[src/rtl/dbgtx_pkg.sv]
package dbgtx_pkg;

  // Strobes from the slot sequencer to the datapath, valid for one cycle
  typedef struct packed {
    logic startSlot;   // slot opens: latch the bit to send
    logic holdLow;     // pull the line low next cycle
    logic pulseHigh;   // speed-up pulse next cycle
    logic finish;      // slot completes next cycle
  } ctlStrobe_t;

  typedef enum logic [1:0] {
    ST_IDLE     = 2'd0,
    ST_SLOT     = 2'd1,
    ST_WAITHIGH = 2'd2
  } txState_t;

endpackage

[src/rtl/dbgtx_datapath.sv]
module dbgtx_datapath
  import dbgtx_pkg::*;
#(
  parameter int SYNC_STAGES = 2
) (
  input  logic       clk,
  input  logic       rstN,
  input  logic       lineIn,
  input  logic       loadValid,
  input  logic       loadBit,
  input  ctlStrobe_t strobe,
  output logic       lineFall,
  output logic       lineHigh,
  output logic       slotBit,
  output logic       loadReady,
  output logic       driveLow,
  output logic       driveHigh,
  output logic       slotDone
);

  localparam int LAST_STAGE = SYNC_STAGES - 1;

  // Synchronizer chain; idle level of the line is high
  logic [SYNC_STAGES-1:0] syncQ;
  logic                   prevLine;

  generate
    for (genvar i = 0; i < SYNC_STAGES; i++) begin : gSync
      if (i == 0) begin : gFirst
        always_ff @(posedge clk or negedge rstN) begin
          if (!rstN) syncQ[i] <= 1'b1;
          else       syncQ[i] <= lineIn;
        end
      end else begin : gNext
        always_ff @(posedge clk or negedge rstN) begin
          if (!rstN) syncQ[i] <= 1'b1;
          else       syncQ[i] <= syncQ[i-1];
        end
      end
    end
  endgenerate

  always_ff @(posedge clk or negedge rstN) begin
    if (!rstN) prevLine <= 1'b1;
    else       prevLine <= syncQ[LAST_STAGE];
  end

  assign lineHigh = syncQ[LAST_STAGE];
  assign lineFall = prevLine & ~syncQ[LAST_STAGE];

  // Pending-bit holder with valid/ready handshake
  logic hasBit;
  logic pendBit;
  logic acceptLoad;

  assign loadReady  = ~hasBit;
  assign acceptLoad = loadValid & ~hasBit;

  always_ff @(posedge clk or negedge rstN) begin
    if (!rstN) begin
      hasBit  <= 1'b0;
      pendBit <= 1'b1;
    end else if (strobe.startSlot && hasBit) begin
      hasBit  <= 1'b0;
    end else if (acceptLoad) begin
      hasBit  <= 1'b1;
      pendBit <= loadBit;
    end
  end

  // Bit in flight for the current slot; a one when nothing was pending
  always_ff @(posedge clk or negedge rstN) begin
    if (!rstN)                 slotBit <= 1'b1;
    else if (strobe.startSlot) slotBit <= hasBit ? pendBit : 1'b1;
  end

  // Registered pad enables, glitch-free towards the pad
  always_ff @(posedge clk or negedge rstN) begin
    if (!rstN) begin
      driveLow  <= 1'b0;
      driveHigh <= 1'b0;
      slotDone  <= 1'b0;
    end else begin
      driveLow  <= strobe.holdLow & ~strobe.pulseHigh;
      driveHigh <= strobe.pulseHigh;
      slotDone  <= strobe.finish;
    end
  end


  noBothDrive_chk: assert property (@(posedge clk) disable iff (!rstN)
    !(driveLow && driveHigh));


  pulseOneCycle_chk: assert property (@(posedge clk) disable iff (!rstN)
    driveHigh |=> !driveHigh);


  pulseWithDone_chk: assert property (@(posedge clk) disable iff (!rstN)
    driveHigh |-> slotDone);


  lowEndsInPulse_chk: assert property (@(posedge clk) disable iff (!rstN)
    $fell(driveLow) |-> driveHigh);


  loadHold_chk: assert property (@(posedge clk) disable iff (!rstN)
    (loadValid && loadReady) |=> !loadReady);

endmodule

[src/rtl/dbgtx_control.sv]
module dbgtx_control
  import dbgtx_pkg::*;
#(
  parameter int ONE_PULSE_AT = 7,
  parameter int ZERO_LOW_LEN = 13
) (
  input  logic       clk,
  input  logic       rstN,
  input  logic       lineFall,
  input  logic       lineHigh,
  input  logic       slotBit,
  output ctlStrobe_t strobe
);

  localparam int LAST_AT = (ONE_PULSE_AT > ZERO_LOW_LEN) ? ONE_PULSE_AT : ZERO_LOW_LEN;
  localparam int CNT_W   = $clog2(LAST_AT + 1);
  localparam logic [CNT_W-1:0] ONE_AT_C  = CNT_W'(ONE_PULSE_AT);
  localparam logic [CNT_W-1:0] ZERO_AT_C = CNT_W'(ZERO_LOW_LEN);

  txState_t         state;
  logic [CNT_W-1:0] cnt;
  logic             atPulse;

  assign atPulse = (cnt == (slotBit ? ONE_AT_C : ZERO_AT_C));

  always_comb begin
    strobe = '0;
    unique case (state)
      ST_IDLE: begin
        strobe.startSlot = lineFall;
      end
      ST_SLOT: begin
        strobe.holdLow   = ~slotBit & (cnt < ZERO_AT_C);
        strobe.pulseHigh = atPulse;
        strobe.finish    = atPulse;
      end
      default: ;
    endcase
  end

  always_ff @(posedge clk or negedge rstN) begin
    if (!rstN) begin
      state <= ST_IDLE;
      cnt   <= '0;
    end else begin
      unique case (state)
        ST_IDLE: begin
          cnt <= '0;
          if (lineFall) state <= ST_SLOT;
        end
        ST_SLOT: begin
          if (atPulse) state <= ST_WAITHIGH;
          else         cnt   <= cnt + 1'b1;
        end
        ST_WAITHIGH: begin
          if (lineHigh) state <= ST_IDLE;
        end
        default: state <= ST_IDLE;
      endcase
    end
  end


  slotBound_chk: assert property (@(posedge clk) disable iff (!rstN)
    (state == ST_SLOT) |-> (cnt <= ZERO_AT_C || cnt <= ONE_AT_C));


  idleHolds_chk: assert property (@(posedge clk) disable iff (!rstN)
    (state == ST_IDLE && !lineFall) |=> (state == ST_IDLE));

endmodule

[src/rtl/swdbg_bit_tx.sv]
module swdbg_bit_tx
  import dbgtx_pkg::*;
#(
  parameter int SYNC_STAGES  = 2,
  parameter int ONE_PULSE_AT = 7,
  parameter int ZERO_LOW_LEN = 13
) (
  input  logic clk,
  input  logic rstN,
  input  logic loadValid,
  input  logic loadBit,
  output logic loadReady,
  input  logic lineIn,
  output logic driveLow,
  output logic driveHigh,
  output logic slotDone
);

  ctlStrobe_t strobe;
  logic       lineFall;
  logic       lineHigh;
  logic       slotBit;

  dbgtx_datapath #(
    .SYNC_STAGES(SYNC_STAGES)
  ) u_datapath (
    .clk       (clk),
    .rstN      (rstN),
    .lineIn    (lineIn),
    .loadValid (loadValid),
    .loadBit   (loadBit),
    .strobe    (strobe),
    .lineFall  (lineFall),
    .lineHigh  (lineHigh),
    .slotBit   (slotBit),
    .loadReady (loadReady),
    .driveLow  (driveLow),
    .driveHigh (driveHigh),
    .slotDone  (slotDone)
  );

  dbgtx_control #(
    .ONE_PULSE_AT(ONE_PULSE_AT),
    .ZERO_LOW_LEN(ZERO_LOW_LEN)
  ) u_control (
    .clk      (clk),
    .rstN     (rstN),
    .lineFall (lineFall),
    .lineHigh (lineHigh),
    .slotBit  (slotBit),
    .strobe   (strobe)
  );

endmodule

[config.mk]
export PLATFORM = sky130hd
export DESIGN_NAME = swdbg_bit_tx
export DESIGN_NICKNAME = d
export VERILOG_FILES = /design/src/rtl/dbgtx_pkg.sv /design/src/rtl/dbgtx_datapath.sv /design/src/rtl/dbgtx_control.sv /design/src/rtl/swdbg_bit_tx.sv
export SDC_FILE = /design/constraint.sdc
export NUM_CORES = 1
export LEC_CHECK = 0
export ABC_AREA = 1
export BUFFER_PORTS_ARGS = -buffer_cell sky130_fd_sc_hd__buf_2
export CELL_PAD_IN_SITES_DETAIL_PLACEMENT = 1
export CELL_PAD_IN_SITES_GLOBAL_PLACEMENT = 1
export CORE_MARGIN = 2
export CORE_UTILIZATION = 29
export DETAILED_ROUTE_END_ITERATION = 12
export GPL_TIMING_DRIVEN = 0
export PLACE_DENSITY_LB_ADDON = 0.12
export RECOVER_POWER = 25
export SYNTH_ARGS = -nofsm -noshare
export SYNTH_HDL_FRONTEND = slang
export SYNTH_SLANG_ARGS = --single-unit
[constraint.sdc]
create_clock -name clk -period 1.8 [get_ports clk]
set_input_delay 0.45 -clock clk [delete_from_list [all_inputs] [get_ports clk]]
set_output_delay 0.45 -clock clk [all_outputs]
set_load 0.01 [all_outputs]
==> results.toml, run 1 <==
[clock_tree]
clock_latency_ps = 280
htreeDepth = 1
ctsHoldBuffers = 0
clock_path_buffers = 2
cts_num_sinks = 14
postCtsResizedCells = 0
cts_tree = "done"
clk_pin_slew_ps = 90
cts_root_buf = "clkbuf_4"
cts_buffers = 3
post_cts_buffers = 0

[setup_path]
cp-endpoint = "slotDone"
r2r_cells = 7
r2r_setup_slack_ps = 620
r2r-start = "u_datapath.slotBit"
crit_type = "reg2out"
critPathLaunchType = "flip-flop"
required_ps = 1350
r2r-end = "u_control.cnt[0]"
cp-startpoint = "u_datapath.driveHigh"
worstPathArrival_ps = 920
crit_fanout = 2
end_kind = "output port"

[placement]
dp_hpwl_um = 864.5
io_buffers = 8
routabilityCongestion = 0.7494

[yosys]
synthCells = 65
yosys_warnings = 0
synth-seq-cells = 14
synth_top_family_by_area = "simple AND/OR/NAND/NOR gates"
synthXorXnorAreaFrac = 0.02778
synth-adder-area-share = 0.03968
netlist.top_cell.by_area = "dfrtp_1"
avgSynthCellArea_um2 = 9.702
synth_compound_area_frac = 0.03968
synthTopCellsByArea = "dfrtp_1 36%, dfstp_2 21%, nand3_1 7.1%, nand2_1 7.1%, inv_1 6.5%"
syn_nets = 72
yosys.area_share.simple = 0.2321
synthesis.area_um2 = 630.6
synth.distinct_cells = 16
synthMuxAreaShare = 0.01786
synth_top_area_share = 0.3571
seq_area_frac_synth = 0.5655

[pwr]
seqPwrFrac = 0.433
switchingPower_mw = 0.4662
p_sw_frac = 0.3877
clockPowerShare = 0.190
irDropWorstVdd_mv = 0.7376
power_density_nw_per_um2 = 1626
intPower_mw = 0.7363
combPwrFrac = 0.377
p_leak_nw = 0.3970

[route]
vias = 459
vias_per_cell = 4.413
wl_per_cell_um = 11.11
ant_nets = 0
drc = 0
finalWirelength_um = 1155
drtIter0Drc = 1
drtPass1Iterations = 2

[grt]
grt_pass1_wl_um = 2180
grt_pass1_vias = 497
antenna_found_initial = 0
track_usage = 0.1202
grt_max_degree = 15
gr-total-overflow = 0

[sta]
clock-skew-final_ps = 4.155
worst_pin_slew_ps = 727.7
layout_min_cycle_time_ps = 1365
relSlewSlack = 0.5148
finalMaxSlewViolations = 0
fmax_ghz = 0.7324
rsz0062_at_grt = "false"
post-route-period-util = 0.7585
finalSetupViolCount = 0
fin_setup_tns_ps = 0
hold_viol_final = 0

[layout]
multi_input_area_um2 = 225.2
regArea_um2 = 356.6
diodes = 0
final_nets = 85
drive_gt1_frac = 0.2857
fillers = 240
utilization = 0.3694
area_delta_synth_final_pct = 17.26

[floorplanning]
fp.dieW_um = 50.63
start_util = 0.3150
core-area_um2 = 2002
row_count = 16
ios = 9
die_area_um2 = 2563
die_height_um = 50.63

[min_path]
hold_class = "in2async"

[status]
status = "finished, final reports clean"

[run]
max_cap_viol_count = 0
## metrics by stage
step | total power [mW] | area (µm²) | hold slack (ps) | instances | setup WS (ps)
6_report | 1.203 | 739.5 | 187.2 | 104 | 434.7
5_1_grt | 1.328 | 739.5 | 235.8 | 104 | 382.9
4_1_cts | 1.234 | 740.7 | 44.10 | 104 | 415.9
3_5_place_dp | 0.9950 | 704.4 | 348.2 | 100 | 611.2
3_3_place_gp | 0.9853 | 704.4 | 346.1 | 100 | 624.9
2_1_floorplan | 0.8641 | 630.6 | 154.4 | 65 | 741.2
## routing by layer
metal / track usage / vias to the layer above / routed length (µm)
met5: 0 / - / 0
met4: 0.06757 / 0 / 33
met3: 0.05357 / 5 / 75
met2: 0.1952 / 11 / 520
met1: 0.1294 / 218 / 525
li1: - / 225 / -
## state kept, by name, indices dropped and copies added (netlist names)
signal,count
u_datapath.lineHigh,1
u_datapath.driveHigh,1
u_control.cnt,4
u_datapath.syncQ,1
u_datapath.prevLine,1
u_datapath.driveLow,1
u_datapath.hasBit,1
u_control.state,2
u_datapath.slotBit,1
u_datapath.pendBit,1
## how the worst min path moves through the flow
stage	from	to	slack, ps	depth (start not counted)
4_1_cts	rstN	u_datapath.hasBit	40	1
3_5_place_dp	u_datapath.syncQ[0]	u_datapath.lineHigh	350	0
6_report	rstN	u_datapath.hasBit	190	1
2_1_floorplan	rstN	u_control.cnt[0]	150	0
3_3_place_gp	u_datapath.syncQ[0]	u_datapath.lineHigh	350	0
5_1_grt	lineIn	u_datapath.syncQ[0]	240	1
## synth_stat cells
master	number
o21ai_0	4
buf_4	1
nand2_1	12
dfrtp_1	9
o21ai_1	1
dfstp_2	5
xor2_1	2
nor2_2	1
nand3_1	9
nand3_4	1
nand2_2	1
ha_1	2
mux2_2	1
nor2_1	4
inv_1	11
nand2_4	1
## layout by cell type (no fill, tap or decap), types with 2 or more instances in the layout
master / Yosys / layout
clkbuf_4: 0 / 3
nand2_1: 12 / 12
nand3_1: 9 / 9
inv_1: 11 / 11
o21ai_0: 4 / 4
buf_2: 0 / 7
nor2_1: 4 / 4
ha_1: 2 / 2
xor2_1: 2 / 2
dfrtp_1: 9 / 9
dfstp_2: 5 / 5
## final cells by class
class                           count  share of cell area
Tap cell                           27             0.04569
Buffer                              1             0.01015
Clock buffer                        4             0.04907
Inverter                           11             0.05584
Multi-Input combinational cell     39              0.3046
Timing Repair Buffer                8             0.05245
Sequential cell                    14              0.4822
## cell families (layout without fill, tap and decap cells)
| kind of cell | count (synthesis) | after routing |
|---|---|---|
| buffers and inverters | 12 | 24 |
| adders and majority gates | 2 | 2 |
| muxes | 1 | 1 |
| xor gates and xnor gates | 2 | 2 |
| AOI/OAI and AO/OA | 5 | 5 |
| and+or+nand+nor | 29 | 29 |
| DFF | 14 | 14 |
## power by group through the flow
stage               clock network (mW)  registers [mW]  logic, mW
global route                     0.253           0.535      0.540
detailed placement                   0           0.530      0.465
finish                           0.229           0.520      0.453
global placement                     0           0.525      0.460
CTS                              0.242           0.523      0.468
floorplan                            0           0.514      0.350
## worst max-delay path, stage by stage, from the launching register on
cell and delay (ps):
dfrtp_1 380, buf_4 120, buf_2 130
No activity file was read; power rests on OpenSTA's default activity.
==> run 2, diff against run 1 <==
clock period = 1.3 ns   (was 1.8 ns; I/O delays follow)
==> run 2 against run 1 <==
Against the previous run: first-iteration DRC count unchanged; count of clock-buffer cells in the layout is the same; critical path depth is the same; via count grew 0.87%; sequential share of layout area decreased by 0.64 points; power rose by 39%; global-route usage increased by 0.063 points; non-clock buffer count up 1; die area stayed put; critical path type unchanged; largest power group unchanged.
==> results.toml, run 2 (synthesis gave the netlist of run 1 again) <==
[placement]
placed_area_um2 = 704.4
dp_hpwl_um = 864.5
io_buffers = 8
dpl_worst_slack_ps = 111.2
place_inst = 100
routabilityCongestion = 0.7494

[clock_tree]
clock_latency_ps = 280
ctsHoldBuffers = 1
cts_num_sinks = 14
cts_buffers = 3
cts_root_buf = "clkbuf_4"
postCtsResizedCells = 0
cts_tree = "done"
htreeDepth = 1
post_cts_buffers = 0
clk_pin_slew_ps = 90
clock_path_buffers = 2

[setup_path]
critPathLaunchType = "flip-flop"
worstPathArrival_ps = 920
crit_fanout = 2
cpPeakStageDelay_ps = 380
required_ps = 980
worstPathCellList = "buf_4 -> buf_2"
end_kind = "output port"
slowest_stage = "dfrtp_1"
crit_type = "reg2out"

[pwr]
power_density_nw_per_um2 = 2225
irDropWorstVdd_mv = 1.022
p_leak_nw = 0.4012
totalPowerFinal_mw = 1.668

[layout]
final_nets = 86
layout_common_cells = "12 x nand2_1, 11 x inv_1, 9 x nand3_1, 9 x dfrtp_1, 7 x buf_2"
regMostFlops = "u_control.cnt"
finalInstanceArea_um2 = 749.5
largest_register_ffs = 4
largest_registers = "u_control.cnt: 4 flops, u_control.state: 2 flops"
drive_gt1_frac = 0.2821
stdcell_count = 105
diodes = 0
area_delta_synth_final_pct = 18.85
mostFrequentLayoutCell = "nand2_1"
utilization = 0.3744

[sta]
layout_min_cycle_time_ps = 1240
whs_ps = 127.1
finalMaxSlewViolations = 0
post-route-period-util = 0.9541
relSlewSlack = 0.5133
setup_ws_ps = 59.66
finalSetupViolCount = 0
hold_viol_final = 0
fmax_ghz = 0.8062
fin_setup_tns_ps = 0
clock-skew-final_ps = 4.302
worst_pin_slew_ps = 730.0
rsz0062_at_grt = "false"

[route]
finalWirelength_um = 1157
drc = 0
drtPass1Iterations = 2
drtIter0Drc = 1
vias = 463
vias_per_cell = 4.410
wl_per_cell_um = 11.02
ant_nets = 0

[floorplanning]
row_count = 16
start_util = 0.3150
die_area_um2 = 2563
fp.dieW_um = 50.63
die_height_um = 50.63
core-area_um2 = 2002
ios = 9

[grt]
grt_max_degree = 15
antenna_found_initial = 0
grt_pass1_wl_um = 2194
track_usage = 0.1209
grt_pass1_vias = 503
gr-total-overflow = 0

[min_path]
hold_class = "in2reg"

[run]
max_cap_viol_count = 0

[status]
status = "finished, final reports clean"
[run 2: path summary, 6_finish.rpt]
| check | end | slack [ps] | depth (start not counted) | from |
|---|---|---|---|---|
| min in group asynchronous | u_datapath.hasBit | 600 | 2 | rstN |
| setup / recovery | slotDone | 60 | 2 | u_datapath.driveHigh |
| setup reg to reg | u_control.cnt[0] | 120 | 7 | u_datapath.slotBit |
| hold reg to reg | u_datapath.lineHigh | 360 | 0 | u_datapath.syncQ[0] |
| hold / removal | u_datapath.syncQ[0] | 130 | 1 | lineIn |
| max in group asynchronous | u_control.cnt[2] | 240 | 2 | rstN |
[run 2: worst max-delay path: cells and delay by family (launching register included)]
kind | cells | cell delay (ps)
DFF | 1 | 380
buffers and inverters | 2 | 250
[run 2: power breakdown]
group | internal (mW) | leakage [nW] | switching [mW] | total, mW
Sequential | 0.612 | 0.165 | 0.108 | 0.720
Combinational | 0.239 | 0.216 | 0.391 | 0.630
Clock | 0.171 | 0.0210 | 0.147 | 0.317
[run 2: metal layers]
| metal | part of all wire | track usage | vias up | wire (µm) |
|---|---|---|---|---|
| met3 | 0.065 | 0.05357 | 5 | 75 |
| met5 | 0 | 0 | - | 0 |
| li1 | - | - | 227 | - |
| met2 | 0.45 | 0.1974 | 11 | 519 |
| met1 | 0.46 | 0.1294 | 220 | 527 |
| met4 | 0.029 | 0.06757 | 0 | 33 |
[run 2: cell type report]
cell class	count	area, µm²
flip-flops and latches	14	356.6
clock buffers	4	36.28
fillers	240	1252
multi-input cells	39	225.2
plain buffers	1	7.507
well taps	27	33.78
inverters	11	41.29
repair buffers	9	48.80
